**config.mk**
```make
export PLATFORM = sky130hd
export DESIGN_NAME = bitser_mult
export DESIGN_NICKNAME = d
export VERILOG_FILES = /design/src/rtl/bitser_mult_pkg.sv /design/src/rtl/bitser_mult_ctrl.sv /design/src/rtl/bitser_mult_fa.sv /design/src/rtl/bitser_mult_dpath.sv /design/src/rtl/bitser_mult.sv
export SDC_FILE = /design/constraint.sdc
export NUM_CORES = 1
export LEC_CHECK = 0
export BUFFER_PORTS_ARGS = -buffer_cell sky130_fd_sc_hd__buf_2
export CAP_MARGIN = 25
export CORE_MARGIN = 2
export CORE_UTILIZATION = 55
export DETAILED_ROUTE_END_ITERATION = 16
export PLACE_DENSITY_LB_ADDON = 0.08
export SKIP_CTS_REPAIR_TIMING = 1
export SLEW_MARGIN = 15
export SYNTH_ARGS = -nofsm -noshare
export SYNTH_HDL_FRONTEND = slang
export SYNTH_HIERARCHICAL = 1
export SYNTH_SLANG_ARGS = --single-unit
export TNS_END_PERCENT = 10
```
**constraint.sdc**
```tcl
create_clock -name clk -period 2 [get_ports clk]
set_input_delay 0.4 -clock clk [delete_from_list [all_inputs] [get_ports clk]]
set_output_delay 0.4 -clock clk [all_outputs]
set_load 0.005 [all_outputs]
```
**src/rtl/bitser_mult_pkg.sv**
```systemverilog
package bitser_mult_pkg;

    typedef enum logic [1:0] {
        ST_IDLE   = 2'd0,
        ST_INNER  = 2'd1,
        ST_STEP   = 2'd2,
        ST_FINISH = 2'd3
    } ms_state_e;

    typedef struct packed {
        logic load;
        logic shift_a;
        logic sel_sum;
        logic shift_hi;
        logic shift_b;
        logic shift_low;
        logic clr_carry;
    } ms_strobe_t;

endpackage

```
**src/rtl/bitser_mult_ctrl.sv**
```systemverilog
module bitser_mult_ctrl
    import bitser_mult_pkg::*;
#(
    parameter int W = 8
) (
    input  logic       clk,
    input  logic       rst_n,
    input  logic       start,
    output ms_strobe_t stb,
    output logic       done
);
    localparam int CW = (W > 2) ? $clog2(W) : 1;
    localparam logic [CW-1:0] LAST = CW'(W - 1);

    ms_state_e       state_q, state_d;
    logic [CW-1:0]   inner_q, outer_q;

    // state register
    always_ff @(posedge clk or negedge rst_n) begin
        if (!rst_n) state_q <= ST_IDLE;
        else        state_q <= state_d;
    end

    // transitions
    always_comb begin
        state_d = state_q;
        unique case (state_q)
            ST_IDLE, ST_FINISH: if (start) state_d = ST_INNER;
            ST_INNER:           if (inner_q == LAST) state_d = ST_STEP;
            ST_STEP:            state_d = (outer_q == LAST) ? ST_FINISH : ST_INNER;
            default:            state_d = ST_IDLE;
        endcase
    end

    // loop counters
    always_ff @(posedge clk or negedge rst_n) begin
        if (!rst_n) begin
            inner_q <= '0;
            outer_q <= '0;
        end else if (stb.load) begin
            inner_q <= '0;
            outer_q <= '0;
        end else if (state_q == ST_INNER) begin
            inner_q <= (inner_q == LAST) ? '0 : inner_q + 1'b1;
        end else if (state_q == ST_STEP) begin
            outer_q <= outer_q + 1'b1;
        end
    end

    // strobes
    always_comb begin
        stb  = '0;
        done = 1'b0;
        unique case (state_q)
            ST_IDLE:   stb.load = start;
            ST_FINISH: begin
                stb.load = start;
                done     = 1'b1;
            end
            ST_INNER: begin
                stb.shift_a  = 1'b1;
                stb.sel_sum  = 1'b1;
                stb.shift_hi = 1'b1;
            end
            ST_STEP: begin
                stb.shift_b   = 1'b1;
                stb.shift_hi  = 1'b1;
                stb.shift_low = 1'b1;
                stb.clr_carry = 1'b1;
            end
            default: ;
        endcase
    end

endmodule

```
**src/rtl/bitser_mult_fa.sv**
```systemverilog
module bitser_mult_fa (
    input  logic clk,
    input  logic rst_n,
    input  logic x,
    input  logic y,
    input  logic en,
    input  logic clr,
    output logic sum,
    output logic carry_q
);
    logic cout;

    assign sum  = x ^ y ^ carry_q;
    assign cout = (x & y) | (x & carry_q) | (y & carry_q);

    always_ff @(posedge clk or negedge rst_n) begin
        if (!rst_n)   carry_q <= 1'b0;
        else if (clr) carry_q <= 1'b0;
        else if (en)  carry_q <= cout;
    end

endmodule

```
**src/rtl/bitser_mult_dpath.sv**
```systemverilog
module bitser_mult_dpath
    import bitser_mult_pkg::*;
#(
    parameter int W = 8
) (
    input  logic           clk,
    input  logic           rst_n,
    input  ms_strobe_t     stb,
    input  logic [W-1:0]   a_in,
    input  logic [W-1:0]   b_in,
    output logic [2*W-1:0] product,
    output logic [W-1:0]   a_view,
    output logic           carry
);
    logic [W-1:0] a_q, b_q, hi_q, lo_q;
    logic         pp_bit, fa_sum, hi_in;

    assign pp_bit = a_q[0] & b_q[0];

    bitser_mult_fa u_fa (
        .clk     (clk),
        .rst_n   (rst_n),
        .x       (hi_q[0]),
        .y       (pp_bit),
        .en      (stb.sel_sum),
        .clr     (stb.clr_carry | stb.load),
        .sum     (fa_sum),
        .carry_q (carry)
    );

    // sum bit during add cycles, pending carry at the boundary
    assign hi_in = stb.sel_sum ? fa_sum : carry;

    always_ff @(posedge clk or negedge rst_n) begin
        if (!rst_n) begin
            a_q  <= '0;
            b_q  <= '0;
            hi_q <= '0;
            lo_q <= '0;
        end else if (stb.load) begin
            a_q  <= a_in;
            b_q  <= b_in;
            hi_q <= '0;
            lo_q <= '0;
        end else begin
            if (stb.shift_a)   a_q  <= {a_q[0], a_q[W-1:1]};
            if (stb.shift_b)   b_q  <= {1'b0, b_q[W-1:1]};
            if (stb.shift_hi)  hi_q <= {hi_in, hi_q[W-1:1]};
            if (stb.shift_low) lo_q <= {hi_q[0], lo_q[W-1:1]};
        end
    end

    assign product = {hi_q, lo_q};
    assign a_view  = a_q;

endmodule

```
**src/rtl/bitser_mult.sv**
```systemverilog
module bitser_mult
    import bitser_mult_pkg::*;
#(
    parameter int W = 8
) (
    input  logic           clk,
    input  logic           rst_n,
    input  logic           start,
    input  logic [W-1:0]   a_in,
    input  logic [W-1:0]   b_in,
    output logic           done,
    output logic [2*W-1:0] product
);
    ms_strobe_t   stb;
    logic [W-1:0] a_view;
    logic         carry_s;

    bitser_mult_ctrl #(.W(W)) u_ctrl (
        .clk   (clk),
        .rst_n (rst_n),
        .start (start),
        .stb   (stb),
        .done  (done)
    );

    bitser_mult_dpath #(.W(W)) u_dpath (
        .clk     (clk),
        .rst_n   (rst_n),
        .stb     (stb),
        .a_in    (a_in),
        .b_in    (b_in),
        .product (product),
        .a_view  (a_view),
        .carry   (carry_s)
    );

endmodule

```
==> Yosys cells after proc, flatten, opt, wreduce, memory -nomap -nowiden <==
Index checks and enable logic that the tools add are counted.
{ "word_totals": {"reg_bits": 41, "inputBits": 19, "output_inout_bits": 17} }
{ "classes": {"n_addsub": 2, "eq_ne": 8, "mux": 26, "n_bitwise": 9, "n_reduce_logical": 12} }
{ "op_table": {"columns": ["op", "n"], "rows": [
  ["$mux W8", 8],
  ["$mux W3", 7],
  ["$reduce_bool A2 Y1", 7],
  ["$mux W2", 4],
  ["$add A3 B1 Y3 const B", 2],
  ["$eq A3 B3 Y1 const B", 2],
  ["$mux W1", 6],
  ["$pmux W2 S3", 1],
  ["$and A1 B1 Y1", 4],
  ["$eq A2 B2 Y1 const B", 2],
  ["$ne A2 B1 Y1 const B", 2],
  ["$reduce_and A2 Y1", 2],
  ["$reduce_or A2 Y1", 2],
  ["$or A1 B1 Y1", 3],
  ["$eq A2 B1 Y1 const B", 1],
  ["$logic_not A2 Y1", 1],
  ["$ne A2 B2 Y1 const B", 1],
  ["$xor A1 B1 Y1", 2]
]} }

==> Longest topological paths before layout <==
{ "logic_depth": {"ltp_word": 6, "ltp_mapped": 8} }

==> By module <==
Netlist, hierarchy kept.
{ "modules_own_cells": {"columns": ["module", "instances", "cells_per_inst", "area_each_um2", "seq_area_each_um2"], "rows": [
  ["bitser_mult_dpath", 1, 124, 1418.9, 800.8],
  ["bitser_mult_ctrl", 1, 46, 519.2, 200.2],
  ["bitser_mult_fa", 1, 4, 58.8, 25.0]
]} }

==> Worst setup path before layout <==
Ideal clock, no wire load.
{ "synth_path": {"kind": "register -> register", "from": "register u_ctrl.state_q[0]", "to": "register u_dpath.u_fa.carry_q", "setup_ns": 0.071, "arrival_time_ns": 1.507, "required_ns": 1.929, "setup_slack_ns": 0.422, "stages_incl_launch_ff": 8, "n_path_buf": 2, "synth_period_minus_slack_ns": 1.578, "cell_sequence": "dfrtp_1 -> inv_1 -> ha_1 -> and2_4 -> buf_6 -> buf_6 -> or2_2 -> nor2_1"} }
{ "synth_rtl": {"columns": ["element", "line_no", "rtl"], "rows": [
  ["start: declaration", "bitser_mult_ctrl.sv:15", "ms_state_e state_q, state_d;"],
  ["start signal: assignment", "bitser_mult_ctrl.sv:21", "else state_q <= state_d;"],
  ["end signal: assignment", "bitser_mult_fa.sv:19", "else if (en) carry_q <= cout;"],
  ["end: declaration", "bitser_mult_fa.sv:9", "output logic carry_q"]
]} }

==> impl_summary.log <==
INFO  metric grt_use_met3 = under 10%
INFO  metric area_enclosed_by_the_die_boundary = 0.004129 mm^2
INFO  metric synth_xor_area_share = 0%
INFO  metric ctsRootBufferMaster = clkbuf_4
INFO  metric worst_r2r_startpoint = u_ctrl/state_q[0]
INFO  metric tritoncts.num_buffers = 5
INFO  metric synthDistinctLibCells = 25
INFO  metric worstHoldPathType = in2async
INFO  metric worstMarginPinSlew = 508.6 ps
INFO  metric max_slew_margin = 66.09%
INFO  metric worst-path-max-fanout = 32
INFO  metric hpwlAfterDp = 2.393 mm
INFO  metric setup_repair_after_global_routing_missed_its_margin = false
INFO  metric synth_mux_area_share = 18.80%
INFO  metric final_max_slew_viol_count = 0
INFO  metric vias = 1327
INFO  metric max-clock-path-buffers = 2
INFO  metric instances_no_fill = 254
INFO  metric intPower = ~1.9 mW
INFO  metric totalNegativeSetupSlack = 0 ps
INFO  metric setup_slack_of_the_most_critical_reg_to_reg_path = 260 ps
INFO  metric syn_area_per_cell = 11.48 um^2
INFO  metric post-route-min-period = 1745 ps
INFO  metric timing.critical_path.cells = inv_1 > ha_1 > and2_4 > buf_4 > o21ai_0
INFO  metric synth.ff_latch_count = 41
INFO  metric p_per_area = ~1300 mW/mm^2
INFO  metric grtUsageTotal = between 10% and 20%
INFO  metric drc_viols = 0
INFO  metric regToRegEndpoint = u_dpath/a_view[1]
INFO  metric hold_viol_final = 0
INFO  metric comb_power_share = 35.0%
INFO  metric wirelength = around 3.4 mm
INFO  metric ctsHtreeMaxLevel = 2
INFO  metric row_count = 21
INFO  metric worstSkewPairLatency = roughly 350 ps
INFO  metric initial_core_util = about three fifths
INFO  metric num_io_pins = 36
INFO  metric drive_above_1_share = 25.48%
INFO  metric antenna-diode-count = 0
INFO  metric simple_logic_cell_fraction_of_the_synthesized_area = 9.962%
INFO  metric critical_path_arrival = 1990 ps
INFO  metric fin_hold_ws = 91.41 ps
INFO  metric port-buffer-count = 35
INFO  metric crit_path_start_kind = flip-flop
INFO  metric synth.yosys.seq_area_share = 51.38%
INFO  metric layout_worst_path_cycle_share = 87.23%
INFO  metric drv.max_cap_violation_count = 0
INFO  metric timing.reg2reg.worst_path_depth = 5
INFO  metric finalWeightedCongestion = 0.7092
INFO  metric synth_top_family_by_area = multiplexers
INFO  metric clk_pin_slew_worst_paths = 120 ps
INFO  metric clock_skew = 9.106 ps
INFO  metric globalRoute.busiestLayer = met2
INFO  metric layout.filler_cells = approximately 300
INFO  metric final_nets = 235
INFO  metric postLayoutCoreUtil = 65.86%
INFO  metric synth_compound_gate_area_share = 6.892%
INFO  metric fmax = 573.2 MHz
INFO  metric critical-path-max-stage-delay = approximately 430 ps
INFO  metric yosys.area_share.adder = 6.015%
INFO  metric detailedRoute.firstPassIterationCount = 4
INFO  metric category_of_the_worst_setup_path_capture_point = flip-flop
INFO  metric netSwitchingPower = 1.006 mW
INFO  metric drt_iter0_drc = 58
INFO  metric final_antenna_net_count = 0
INFO  metric number_of_antenna_violations_at_the_first_check_in_global_routing = 0
INFO  metric criticalPathCategory = reg2reg
INFO  metric leakage_power = 1.169 nW
INFO  metric vias_per_cell = about 5.2
INFO  metric worst_ir_drop_vdd = 0.7329 mV
INFO  metric worst_path_max_delay_cell = dfrtp_1
INFO  metric numClockSinks = 41
INFO  metric grt_pass1_vias = 1385
INFO  metric synth_warnings = 6
INFO  metric worst_endpoint_required_time = 2240 ps
INFO  metric setup_viol = 0
INFO  metric cts_tree = built
INFO  metric grt_start_max_net_pins = 42
INFO  metric global_route.overflow_total = 0
INFO  metric dp.cells = ~250
INFO  metric average_wire_length_per_cell_after_detail_routing = 13.37 um
INFO  metric clock_power_share = 22.3%
INFO  metric synth_fp_nets = roughly 200
INFO  metric seq_power_share = 42.6%
INFO  metric chipWidth = 64.26 um
INFO  metric die_h = 64.26 um
INFO  metric synth_cells = 174
INFO  metric groute.layer.met1.usage = between 20% and 30%
INFO  metric area_growth = 12.66%
INFO  metric outcome = finished clean
INFO  metric core_area = about 0.0034 mm^2
INFO  metric post_synth_instance_area = ~0.0020 mm^2
INFO  metric switching_share = 34.14%
INFO  metric met2_track_usage_gr = 31.64%
INFO  metric wire_length_of_the_first_global_routing_pass = about 5.9 mm
[synthesized netlist by cell type (all sizes together)]
| cell type | n | area [um^2] |
|---|---|---|
| dfrtp | 41 | 1026 |
| mux2i | 36 | 360.4 |
| nor2 | 21 | 78.83 |
| o21ai | 18 | 93.84 |
| nand2 | 16 | 60.06 |
| buf | 14 | 120.1 |
| ha | 8 | 100.1 |
| inv | 5 | 18.77 |
| a21oi | 2 | 10.01 |
| a22o | 2 | 17.52 |
| and2 | 2 | 15.02 |
| nor3b | 2 | 26.28 |
| a211oi | 1 | 7.510 |
| a32oi | 1 | 8.760 |
| fa | 1 | 20.02 |
| mux2 | 1 | 15.01 |
| nand2b | 1 | 6.260 |
| nor2b | 1 | 6.260 |
| or2 | 1 | 6.260 |
[worst max-delay path, delay by kind of cell (launching register included)]
| family | cells | cell delay, ps |
|---|---|---|
| DFF | 1 | 430 |
| buffers and inverters | 2 | 370 |
| and+or+nand+nor | 1 | 370 |
| adders and majority gates | 1 | 340 |
| AOI/OAI and AO/OA | 1 | 120 |
[power by group through the flow]
stage	registers (mW)	logic, mW	clock network, mW
after floorplan	1.24	0.909	0
after global placement	1.26	0.979	0
after detailed placement	1.27	1.04	0
after CTS	1.26	1.04	0.675
after global routing	1.30	1.16	0.717
final	1.26	1.03	0.658
[through the flow]
stage / cell area, um^2 / setup slack (ps) / total power, mW
after CTS: 2250 / 266.2 / 2.974
final: 2250 / 255.3 / 2.948
after global placement: 2147 / 378.3 / 2.236
after detailed placement: 2147 / 278.2 / 2.310
after floorplan: 1997 / 422.2 / 2.145
after global routing: 2250 / 102.7 / 3.174
[layout by cell type (no fill, tap or decap), types with 2 or more instances in the layout]
master,netlist,final
mux2i_1,36,36
bufinv_16,0,2
inv_1,5,5
buf_2,3,35
nor2_1,21,21
nand2_1,16,16
a22o_1,2,2
ha_1,8,8
a21oi_1,2,2
clkbuf_4,0,5
dfrtp_1,41,41
buf_4,5,5
o21ai_0,12,12
o21ai_1,5,5
[layout make-up]
| type | instances | area, um^2 | share of cell area [%] |
|---|---|---|---|
| sequential | 41 | 1026 | 45.61 |
| multi-input combinational | 114 | 832.0 | 36.99 |
| timing repair buffer | 40 | 212.7 | 9.455 |
| clock inverter | 3 | 65.06 | 2.892 |
| tap | 46 | 57.56 | 2.558 |
| clock buffer | 5 | 37.54 | 1.669 |
| inverter | 5 | 18.77 | 0.8343 |
[routing by layer]
metal	wire, um	share of wire [%]	vias up
li1	-	-	648
met1	1507	44	636
met5	0	0	-
met4	41	1.2	0
met2	1676	49	35
met3	172	5.1	8
[registers in the layout, indices dropped and copies added, names as in the netlist]
signal	flops
u_dpath/a_view	8
u_dpath/b_q	8
u_dpath/hi_q	8
u_dpath/lo_q	8
u_ctrl/inner_q	3
u_ctrl/outer_q	3
u_ctrl/state_q	2
u_dpath/u_fa/carry_q	1
[cells by family after synthesis]
| group | count (synthesis) |
|---|---|
| and+or+nand+nor | 44 |
| DFF | 41 |
| muxes | 37 |
| AOI/OAI and AO/OA | 24 |
| buffers and inverters | 19 |
| adders and majority gates | 9 |
[how the worst max path moves through the flow]
stage,from,to,cells past startpoint,slack (ps)
floorplan,u_ctrl/state_q[0],u_dpath/u_fa/carry_q,7,420
global placement,u_ctrl/state_q[0],u_dpath/a_view[5],5,380
detailed placement,u_ctrl/state_q[0],u_dpath/a_view[6],5,280
CTS,u_ctrl/state_q[0],u_dpath/a_view[3],5,270
global route,u_ctrl/state_q[0],u_dpath/b_q[1],6,100
finish,u_ctrl/state_q[0],u_dpath/a_view[1],5,260
Note: power is estimated with default switching activity, not from simulation.
